`src/rtl/xpn_pkg.sv`:
```
package xpn_pkg;
    localparam int WORD_W   = 30;
    localparam int CODE_W   = 6;
    localparam int ADDR_W   = 6;
    localparam int SEL_W    = 3;
    localparam int NOUT     = 4;
    localparam int CFG_W    = SEL_W * NOUT;
    localparam int COL_LSB  = CFG_W;
    localparam int ROW_LSB  = COL_LSB + ADDR_W;
    localparam int CODE_LSB = ROW_LSB + ADDR_W;
    localparam int PASS_LAT = 7;
    localparam int CAP_DLY  = 2;

    localparam logic [CODE_W-1:0] CODE_WR    = 6'b011111;
    localparam logic [CODE_W-1:0] CODE_RD    = 6'b011110;
    localparam logic [ADDR_W-1:0] COL_SENDER = '1;

    typedef enum logic [1:0] {
        ST_HUNT,
        ST_HEAD,
        ST_BODY
    } fsm_t;

    typedef enum logic [1:0] {
        ACT_NONE,
        ACT_STORE,
        ACT_SERVE,
        ACT_RELAY
    } act_t;
endpackage

```
`src/rtl/xpn_frame_fsm.sv`:
```
module xpn_frame_fsm
    import xpn_pkg::*;
#(
    parameter int IDX_W = $clog2(WORD_W),
    parameter int SUB_W = $clog2(CFG_W)
) (
    input  logic              clk,
    input  logic              rst_n,
    input  logic              si,
    input  logic [ADDR_W-1:0] my_row,
    input  logic [ADDR_W-1:0] my_col,
    output logic              in_hunt,
    output logic              col_wr,
    output logic [ADDR_W-1:0] col_new,
    output logic              sub_en,
    output logic [SUB_W-1:0]  sub_idx,
    output logic              cap_pulse,
    output logic [CFG_W-1:0]  cap_cfg
);
    localparam int HDR_W = WORD_W - COL_LSB;

    fsm_t              state, state_n;
    act_t              act_q, act_n, act_dec;
    logic [IDX_W-1:0]  idx, idx_n;
    logic [WORD_W-2:0] sr;
    logic [HDR_W-1:0]  hdr;
    logic [CODE_W-1:0] hdr_code;
    logic [ADDR_W-1:0] hdr_row, hdr_col;
    logic              at_col, hit;

    // Header as seen on the edge that samples the last column bit
    assign hdr      = {sr[HDR_W-2:0], si};
    assign hdr_code = hdr[HDR_W-1 -: CODE_W];
    assign hdr_row  = hdr[2*ADDR_W-1 -: ADDR_W];
    assign hdr_col  = hdr[ADDR_W-1:0];
    assign at_col   = (state == ST_HEAD) && (idx == IDX_W'(COL_LSB));
    assign hit      = (hdr_row == my_row) && (hdr_col == my_col);

    always_comb begin
        if (hdr_code == CODE_RD)
            act_dec = hit ? ACT_SERVE : ACT_RELAY;
        else if ((hdr_code == CODE_WR) && hit)
            act_dec = ACT_STORE;
        else
            act_dec = ACT_NONE;
    end

    // Next-state logic
    always_comb begin
        state_n = state;
        idx_n   = idx;
        act_n   = act_q;
        unique case (state)
            ST_HUNT: begin
                if (si) begin
                    state_n = ST_HEAD;
                    idx_n   = IDX_W'(WORD_W - 3);
                end
            end
            ST_HEAD: begin
                idx_n = idx - 1'b1;
                if (at_col) begin
                    state_n = ST_BODY;
                    act_n   = act_dec;
                end
            end
            ST_BODY: begin
                idx_n = idx - 1'b1;
                if (idx == '0) begin
                    state_n = ST_HUNT;
                    act_n   = ACT_NONE;
                end
            end
            default: begin
                state_n = ST_HUNT;
                act_n   = ACT_NONE;
            end
        endcase
    end

    // State register
    always_ff @(posedge clk or negedge rst_n) begin
        if (!rst_n) begin
            state <= ST_HUNT;
            idx   <= '0;
            act_q <= ACT_NONE;
            sr    <= '0;
        end else begin
            state <= state_n;
            idx   <= idx_n;
            act_q <= act_n;
            sr    <= {sr[WORD_W-3:0], si};
        end
    end

    // Outputs
    always_comb begin
        in_hunt   = (state == ST_HUNT);
        col_wr    = at_col && (hdr_code == CODE_RD);
        col_new   = hit ? COL_SENDER : (hdr_col - 1'b1);
        sub_en    = (state == ST_BODY) && (act_q == ACT_SERVE);
        sub_idx   = idx[SUB_W-1:0];
        cap_pulse = (state == ST_BODY) && (idx == '0) && (act_q == ACT_STORE);
        cap_cfg   = {sr[CFG_W-2:0], si};
    end

    // a 1 seen while hunting always opens a header
    a_r1_sync: assert property (@(posedge clk) disable iff (!rst_n)
        (state == ST_HUNT) && si |=> (state == ST_HEAD));

    // the body phase only walks select-bit positions
    a_r1_body_span: assert property (@(posedge clk) disable iff (!rst_n)
        (state == ST_BODY) |-> (idx < IDX_W'(COL_LSB)));
endmodule

```
`src/rtl/xpn_pass_line.sv`:
```
module xpn_pass_line #(
    parameter int LAT  = 7,
    parameter int COLW = 6
) (
    input  logic            clk,
    input  logic            rst_n,
    input  logic            si,
    input  logic            sub_en,
    input  logic            sub_bit,
    input  logic            col_wr,
    input  logic [COLW-1:0] col_new,
    output logic            line_out
);
    logic [LAT-1:0] dl;
    logic           in_bit;

    assign in_bit   = sub_en ? sub_bit : si;
    assign line_out = dl[LAT-1];

    always_ff @(posedge clk or negedge rst_n) begin
        if (!rst_n) begin
            dl <= '0;
        end else begin
            dl <= {dl[LAT-2:0], in_bit};
            // Rewrite the column bits that have just entered the line
            if (col_wr)
                dl[COLW-1:0] <= col_new;
        end
    end
endmodule

```
`src/rtl/xpn_cfg_bank.sv`:
```
module xpn_cfg_bank #(
    parameter int W   = 12,
    parameter int DLY = 2
) (
    input  logic         clk,
    input  logic         rst_n,
    input  logic         cap_pulse,
    input  logic [W-1:0] cap_cfg,
    input  logic         load,
    output logic [W-1:0] active
);
    logic         pv [DLY];
    logic [W-1:0] pd [DLY];
    logic [W-1:0] staged;
    logic         pend;

    always_ff @(posedge clk or negedge rst_n) begin
        if (!rst_n) begin
            for (int k = 0; k < DLY; k++) begin
                pv[k] <= 1'b0;
                pd[k] <= '0;
            end
            staged <= '0;
            pend   <= 1'b0;
            active <= '0;
        end else begin
            pv[0] <= cap_pulse;
            pd[0] <= cap_cfg;
            for (int k = 1; k < DLY; k++) begin
                pv[k] <= pv[k-1];
                pd[k] <= pd[k-1];
            end
            if (pv[DLY-1]) begin
                staged <= pd[DLY-1];
                pend   <= 1'b1;
            end else if (load && pend) begin
                pend <= 1'b0;
            end
            if (load && pend)
                active <= staged;
        end
    end

    // a word leaving the staging pipeline is always pending next cycle
    a_r3_stage_lands: assert property (@(posedge clk) disable iff (!rst_n)
        pv[DLY-1] |=> pend);

    // strobe with nothing pending never moves the configuration
    a_r5_idle_load: assert property (@(posedge clk) disable iff (!rst_n)
        load && !pend |=> $stable(active));

    // a commit uses up the pending word unless a new one lands
    a_r4_consume: assert property (@(posedge clk) disable iff (!rst_n)
        load && pend && !pv[DLY-1] |=> !pend);
endmodule

```
`src/rtl/xpn_node.sv`:
```
module xpn_node
    import xpn_pkg::*;
(
    input  logic              sclk,
    input  logic              rst_n,
    input  logic              si,
    input  logic              load,
    input  logic [ADDR_W-1:0] my_row,
    input  logic [ADDR_W-1:0] my_col,
    output logic              rso,
    output logic              cso,
    output logic              sclk_fwd,
    output logic [CFG_W-1:0]  cfg_sel
);
    localparam int SUB_W = $clog2(CFG_W);

    logic              in_hunt, col_wr, sub_en, cap_pulse, line_out;
    logic [ADDR_W-1:0] col_new;
    logic [SUB_W-1:0]  sub_idx;
    logic [CFG_W-1:0]  cap_cfg;

    xpn_frame_fsm u_fsm (
        .clk      (sclk),
        .rst_n    (rst_n),
        .si       (si),
        .my_row   (my_row),
        .my_col   (my_col),
        .in_hunt  (in_hunt),
        .col_wr   (col_wr),
        .col_new  (col_new),
        .sub_en   (sub_en),
        .sub_idx  (sub_idx),
        .cap_pulse(cap_pulse),
        .cap_cfg  (cap_cfg)
    );

    xpn_pass_line #(.LAT(PASS_LAT), .COLW(ADDR_W)) u_line (
        .clk     (sclk),
        .rst_n   (rst_n),
        .si      (si),
        .sub_en  (sub_en),
        .sub_bit (cfg_sel[sub_idx]),
        .col_wr  (col_wr),
        .col_new (col_new),
        .line_out(line_out)
    );

    xpn_cfg_bank #(.W(CFG_W), .DLY(CAP_DLY)) u_bank (
        .clk      (sclk),
        .rst_n    (rst_n),
        .cap_pulse(cap_pulse),
        .cap_cfg  (cap_cfg),
        .load     (load),
        .active   (cfg_sel)
    );

    assign rso      = line_out;
    assign cso      = line_out;
    assign sclk_fwd = sclk;

    // Edge count since reset, saturating, guards the latency check
    logic [3:0] up_cnt;
    always_ff @(posedge sclk or negedge rst_n) begin
        if (!rst_n)
            up_cnt <= '0;
        else if (up_cnt != 4'd9)
            up_cnt <= up_cnt + 1'b1;
    end

    generate
        if (PASS_LAT == 7) begin : g_lat_chk
            // bits taken in while hunting leave unmodified 7 edges later
            a_r2_latency: assert property (@(posedge sclk) disable iff (!rst_n)
                (up_cnt == 4'd9) && $past(in_hunt, 7) |-> (rso == $past(si, 7)));
        end
    endgenerate
endmodule

```
`config.mk`:
```
export PLATFORM = sky130hd
export DESIGN_NAME = xpn_node
export DESIGN_NICKNAME = d
export VERILOG_FILES = /design/src/rtl/xpn_pkg.sv /design/src/rtl/xpn_frame_fsm.sv /design/src/rtl/xpn_pass_line.sv /design/src/rtl/xpn_cfg_bank.sv /design/src/rtl/xpn_node.sv
export SDC_FILE = /design/constraint.sdc
export NUM_CORES = 1
export LEC_CHECK = 0
export CAP_MARGIN = 10
export CORE_ASPECT_RATIO = 2
export CORE_UTILIZATION = 30
export DETAILED_ROUTE_END_ITERATION = 7
export SLEW_MARGIN = 20
export SYNTH_ARGS = -nofsm -noshare
export SYNTH_HDL_FRONTEND = slang
export SYNTH_SLANG_ARGS = --single-unit
```
`constraint.sdc`:
```
create_clock -name sclk -period 1.9 [get_ports sclk]
set_input_delay 0.38 -clock sclk [delete_from_list [all_inputs] [get_ports sclk]]
set_output_delay 0.38 -clock sclk [all_outputs]
set_load 0.005 [all_outputs]
```
Word-level counts from Yosys, hierarchy flattened
Cells that the tools add are included.
{ "op_classes": {"bitwise": 1, "n_reduce_logical": 16, "addsub": 2, "magnitude_cmp": 1, "n_eq_ne": 12, "muxes": 18} }
{ "ops": {"columns": ["cell", "count"], "rows": [
  ["equality test 6 x 5 -> 1 bit, second input constant", 2],
  ["equality test 6 bit", 2],
  ["two-way mux 6 bit", 2],
  ["case mux 2 bit (3 select lines)", 2],
  ["two-way mux 2 bit", 5],
  ["case mux 5 bit (2 select lines)", 1],
  ["logical AND 1 bit", 8],
  ["two-way mux 1 bit", 6],
  ["AND reduction 3 bit", 2],
  ["subtractor 6 x 1 -> 6 bit, second input constant", 1],
  ["equality test 5 x 4 -> 1 bit, second input constant", 1],
  ["logical NOT 5 bit", 1],
  ["< comparator 4 x 5 -> 1 bit, second input constant", 1],
  ["two-way mux 5 bit", 1],
  ["subtractor 5 x 1 -> 5 bit, second input constant", 1],
  ["binary-select mux 1 bit (select 4 bit)", 1],
  ["equality test 2 x 1 -> 1 bit, second input constant", 2],
  ["equality test 2 bit, second input constant", 2],
  ["inequality test 2 x 1 -> 1 bit, second input constant", 2],
  ["nonzero test 2 bit", 2],
  ["logical NOT 2 bit", 1],
  ["inequality test 2 bit, second input constant", 1],
  ["AND reduction 2 bit", 1],
  ["OR reduction 2 bit", 1],
  ["inverter 1 bit", 1]
]} }
{ "word_totals": {"elab_cells": 62, "inputBits": 16, "output_inout_bits": 15, "ff_bits": 84} }

Longest topological paths before layout
Gate-level depths: netlist of run 1.
{ "logic_depth": {"ltp_word": 7, "mapped_depth": 8, "depth_no_buf": 7} }

Hierarchy
Synthesis of run 1 repeated with hierarchy kept, for this count alone.
{ "unflattened": {"cells_unflattened": 243, "area_unflattened_um2": 3395.8} }
{ "modules_own_cells": {"columns": ["mod", "area_per_inst_um2", "n_inst", "seq_area_each_um2", "cells_each"], "rows": [
  ["xpn_cfg_bank", 1620.3, 1, 1276.2, 80],
  ["xpn_frame_fsm", 1345.0, 1, 650.6, 128],
  ["xpn_pass_line", 280.3, 1, 175.2, 16],
  ["xpn_node", 150.1, 1, 0.0, 19]
]} }

==> Implementation_results.wiki, run 1 <==
{| class="wikitable"
! Metric !! Value
|-
| Worst hold-check path type || register to register
|-
| Worst ir drop on vdd || 0.679 mV
|-
| Area Growth Syn to Fin || 35.6%
|-
| Design Power || 4.07 mW
|-
| Clock Latency Late Sink || 0.45 ns
|-
| Via count || 1688
|-
| Critical Path Stages || 6
|-
| Run status || finished clean
|-
| Floorplan core area || 0.00823 mm^2
|-
| Proportion of netlist area held by the largest area contributor || around 59%
|-
| Max Clock Skew || slightly below 0.007 ns
|-
| First-pass iteration count of the detailed router || 4
|-
| Cell with the most instances after synthesis || dfrtp_1
|-
| Max Fanout on Critical Path || 6
|-
| Part of the cycle the worst path needs || 97.0%
|-
| Combined area of the multi-input logic cells || just under 0.001 mm^2
|-
| # nets final || 266
|-
| Leading post-synthesis cells by cell area || dfrtp_1 (59%), mux2_2 (11%), xnor2_1 (4.8%)
|-
| Reg-to-reg critical path startpoint || u_fsm.idx[0]
|-
| Unrepaired setup endpoints after global routing || true
|-
| Post-synth net total || 214
|-
| Critical path startpoint category || register
|-
| Mean post-synth cell area || 13.2 um^2
|-
| Critical path type || register to register
|-
| Setup TNS || 0 ns
|-
| Final weighted congestion of routability-driven global placement || 0.811
|-
| Maximum number of pins on one net before global-route repair || 61
|-
| Worst-margin pin slew || 0.669 ns
|-
| Final routed wire length divided by cell count || 16.3 um
|-
| Required time at the endpoint of the critical path || 2.21 ns
|-
| Die Span X || 67.1 um
|-
| Fraction of final layout cells with drive strength greater than 1 || 27.6%
|-
| Top achievable clock speed || 543 MHz
|-
| Category of cells accounting for the largest share of critical-path delay || compound AO/OA/AOI/OAI gates
|-
| Startpoint of the most critical setup path || u_fsm.idx[0]
|-
| Remaining global-route overflow || 0
|-
| Number of warnings printed during yosys synthesis || 0
|-
| Worst slew margin relative to its limit || 55.4%
|-
| Crit. End Element || register
|-
| Die ar. || 0.00887 mm^2
|-
| Data arrival time at the worst-slack endpoint || 2.16 ns
|-
| Area leader, netlist || dfrtp_1
|-
| Buf/Inv on CP || 1
|-
| Sequential-to-total area share from yosys stat || 59.1%
|-
| Number of global-route vias before repair || 1800
|-
| Utilization after layout || 41.9%
|-
| Number of instances in the synthesized netlist || 193
|-
| Share of flip-flops with an asynchronous set or reset after synthesis || 100%
|-
| Antenna violations before repair || 0
|-
| Total DRC errors in the routed layout || 0
|-
| Mean number of vias per cell || 4.85
|-
| Filler Cells Inserted || 791
|-
| Count of nets left with antenna violations after detail routing || 0
|-
| Number of standard-cell rows in the floorplan || 47
|-
| Power per Cell Area || 1180 mW/mm^2
|-
| Hold depth || 0
|-
| Cell Chain, Critical Path || buf_4, nor2b_1, a2111oi_2, nor4_1, a2111oi_1, a31oi_1
|-
| Clock-pin slew of the registers on the worst-case setup and hold paths || 0.05 ns
|-
| Final-report max-slew violation count || 0
|-
| Ports || 31
|-
| Number of different library cells in the post-synthesis netlist || 39
|-
| Minimum clock period || 1.84 ns
|-
| Startpoint of the worst hold path || u_line.dl[5]
|-
| Dominant register cell in the synthesized netlist || dfrtp_1
|-
| Mapped Area || approximately 0.0025 mm^2
|-
| Cell count after placement || 327
|-
| CP peak stage delay || 0.45 ns
|-
| Post-synthesis sequential element count || 60
|-
| Cell types with the highest counts after synthesis || dfrtp_1 (60), mux2_2 (24), xnor2_1 (14)
|-
| Slowest cell on crit path || a2111oi_1
|-
| Overall track demand over capacity in global routing || ~16%
|-
| Detailed Place HPWL || between 3000 and 4000 um
|-
| Die extent in y || 132 um
|-
| Count of inserted antenna diode cells || 0
|-
| Starting density of the core || 30.9%
|-
| Max Cap Violations || 0
|-
| Post-layout instance count excluding filler cells || 348
|-
| IO buf count || 30
|-
| Static power due to leakage || about 1.6 nW
|-
| Number of failing setup endpoints in the final timing report || 0
|-
| Aggregate routed wire length || 5670 um
|-
| Depth of the worst register-to-register path || 6
|-
| TritonCTS clock tree || yes
|-
| Drt initial violations || 40
|-
| Area used by sequential logic in the layout || 0.00150 mm^2
|-
| EDFF count, synth || 0
|-
| Number of hold violations in the final report || 0
|-
| Wire length of the first global-routing pass || 9320 um
|}
## metrics by stage
step / instance area (um^2) / setup WS (ns) / hold slack (ns)
after global placement: 3050 / -0.0427 / 0.336
after global routing: 3450 / -0.0556 / 0.369
final: 3450 / 0.0578 / 0.358
after detailed placement: 3050 / -0.122 / 0.354
after CTS: 3430 / 0.0130 / 0.366
after floorplan: 2540 / 0.184 / 0.0844
## logic make-up after synthesis
family | count (synthesis) | share of synthesized area (%)
simple gates | 37 | 8.12
xor+xnor | 17 | 5.86
compound gates | 29 | 8.32
flops | 60 | 59.1
buf+inv | 17 | 3.30
fa+ha+maj | 5 | 2.46
mux | 28 | 12.9
## state kept, by name (all words and copies together), names as in the netlist
signal / cells
u_bank.active: 12
u_bank.pd: 12
u_bank.pend: 1
u_bank.pv: 2
u_bank.staged: 12
u_fsm.act_q: 2
u_fsm.idx: 5
u_fsm.sr: 5
u_fsm.state: 2
u_line.dl: 7
## cell type report
class / count / area share (%)
Clock buffer: 16 / 10.2
Clock inverter: 4 / 0.653
Inverter: 10 / 1.09
Multi-Input combinational cell: 116 / 28.2
Sequential cell: 60 / 43.6
Tap cell: 98 / 3.56
Timing Repair Buffer: 44 / 12.7
## power by group
| group | total [mW] | leakage (nW) | internal [mW] | switching, mW |
|---|---|---|---|---|
| sequential | 1.48 | 0.762 | 1.37 | 0.107 |
| combinational | 0.730 | 0.606 | 0.337 | 0.393 |
| clock | 1.86 | 0.187 | 1.27 | 0.593 |
| total | 4.07 | 1.56 | 2.97 | 1.09 |
## timing repair
item / 4_1_cts / 5_1_grt
hold endpoints to repair: 60 / 0
endpoints found under the setup margin: 5 / 10
setup buffers: 0 / 1
hold buffers: 1 / 0
gates resized for setup: 3 / 6
pin swaps: 0 / 2
## worst register-to-register path, cell delays in order (launching register included)
cell and delay, ns:
dfrtp_1 0.44, buf_4 0.17, nor2b_1 0.05, a2111oi_2 0.40
nor4_1 0.13, a2111oi_1 0.45, a31oi_1 0.07
## cells in the final DEF, fill, tap and decap left out, drive strengths merged, types with 6 or more instances in the layout
master,count
dfrtp,60
a31oi,7
o21ai,6
xnor2,14
mux2,24
nor2,8
inv,10
buf,15
clkbuf,15
clkdlybuf4s50,28
nand2,8
## worst paths after layout
check	to	slack (ns)
worst max register to register	u_line.dl[0]	0.06
worst min-delay path	u_line.dl[6]	0.36
worst max-delay path	u_line.dl[0]	0.06
max in group asynchronous	u_fsm.idx[1]	1.13
worst min register to register	u_line.dl[6]	0.36
min in group asynchronous	u_bank.pd[17]	0.46
## per-layer routing
| metal | part of all wire, % | vias to the layer above | track usage (%) | routed length (um) |
|---|---|---|---|---|
| met3 | 3.8 | 12 | 5.97 | 215 |
| li1 | - | 794 | - | - |
| met4 | 4.0 | 0 | 13.2 | 228 |
| met5 | 0 | - | 0 | 0 |
| met1 | 37 | 849 | 15.0 | 2080 |
| met2 | 55 | 33 | 25.0 | 3140 |
Power figures use the tool's default switching activity.
==> run 2: changes to the inputs <==
--- a/config.mk
+++ b/config.mk
@@ -5,6 +5,7 @@
 export SDC_FILE = /design/constraint.sdc
 export NUM_CORES = 1
 export LEC_CHECK = 0
+export ABC_CLOCK_PERIOD_IN_PS = 1900
 export CAP_MARGIN = 10
 export CORE_ASPECT_RATIO = 2
 export CORE_UTILIZATION = 30
==> results of run 2 <==
The final DEF is identical to that of run 1; final timing and power are the same.
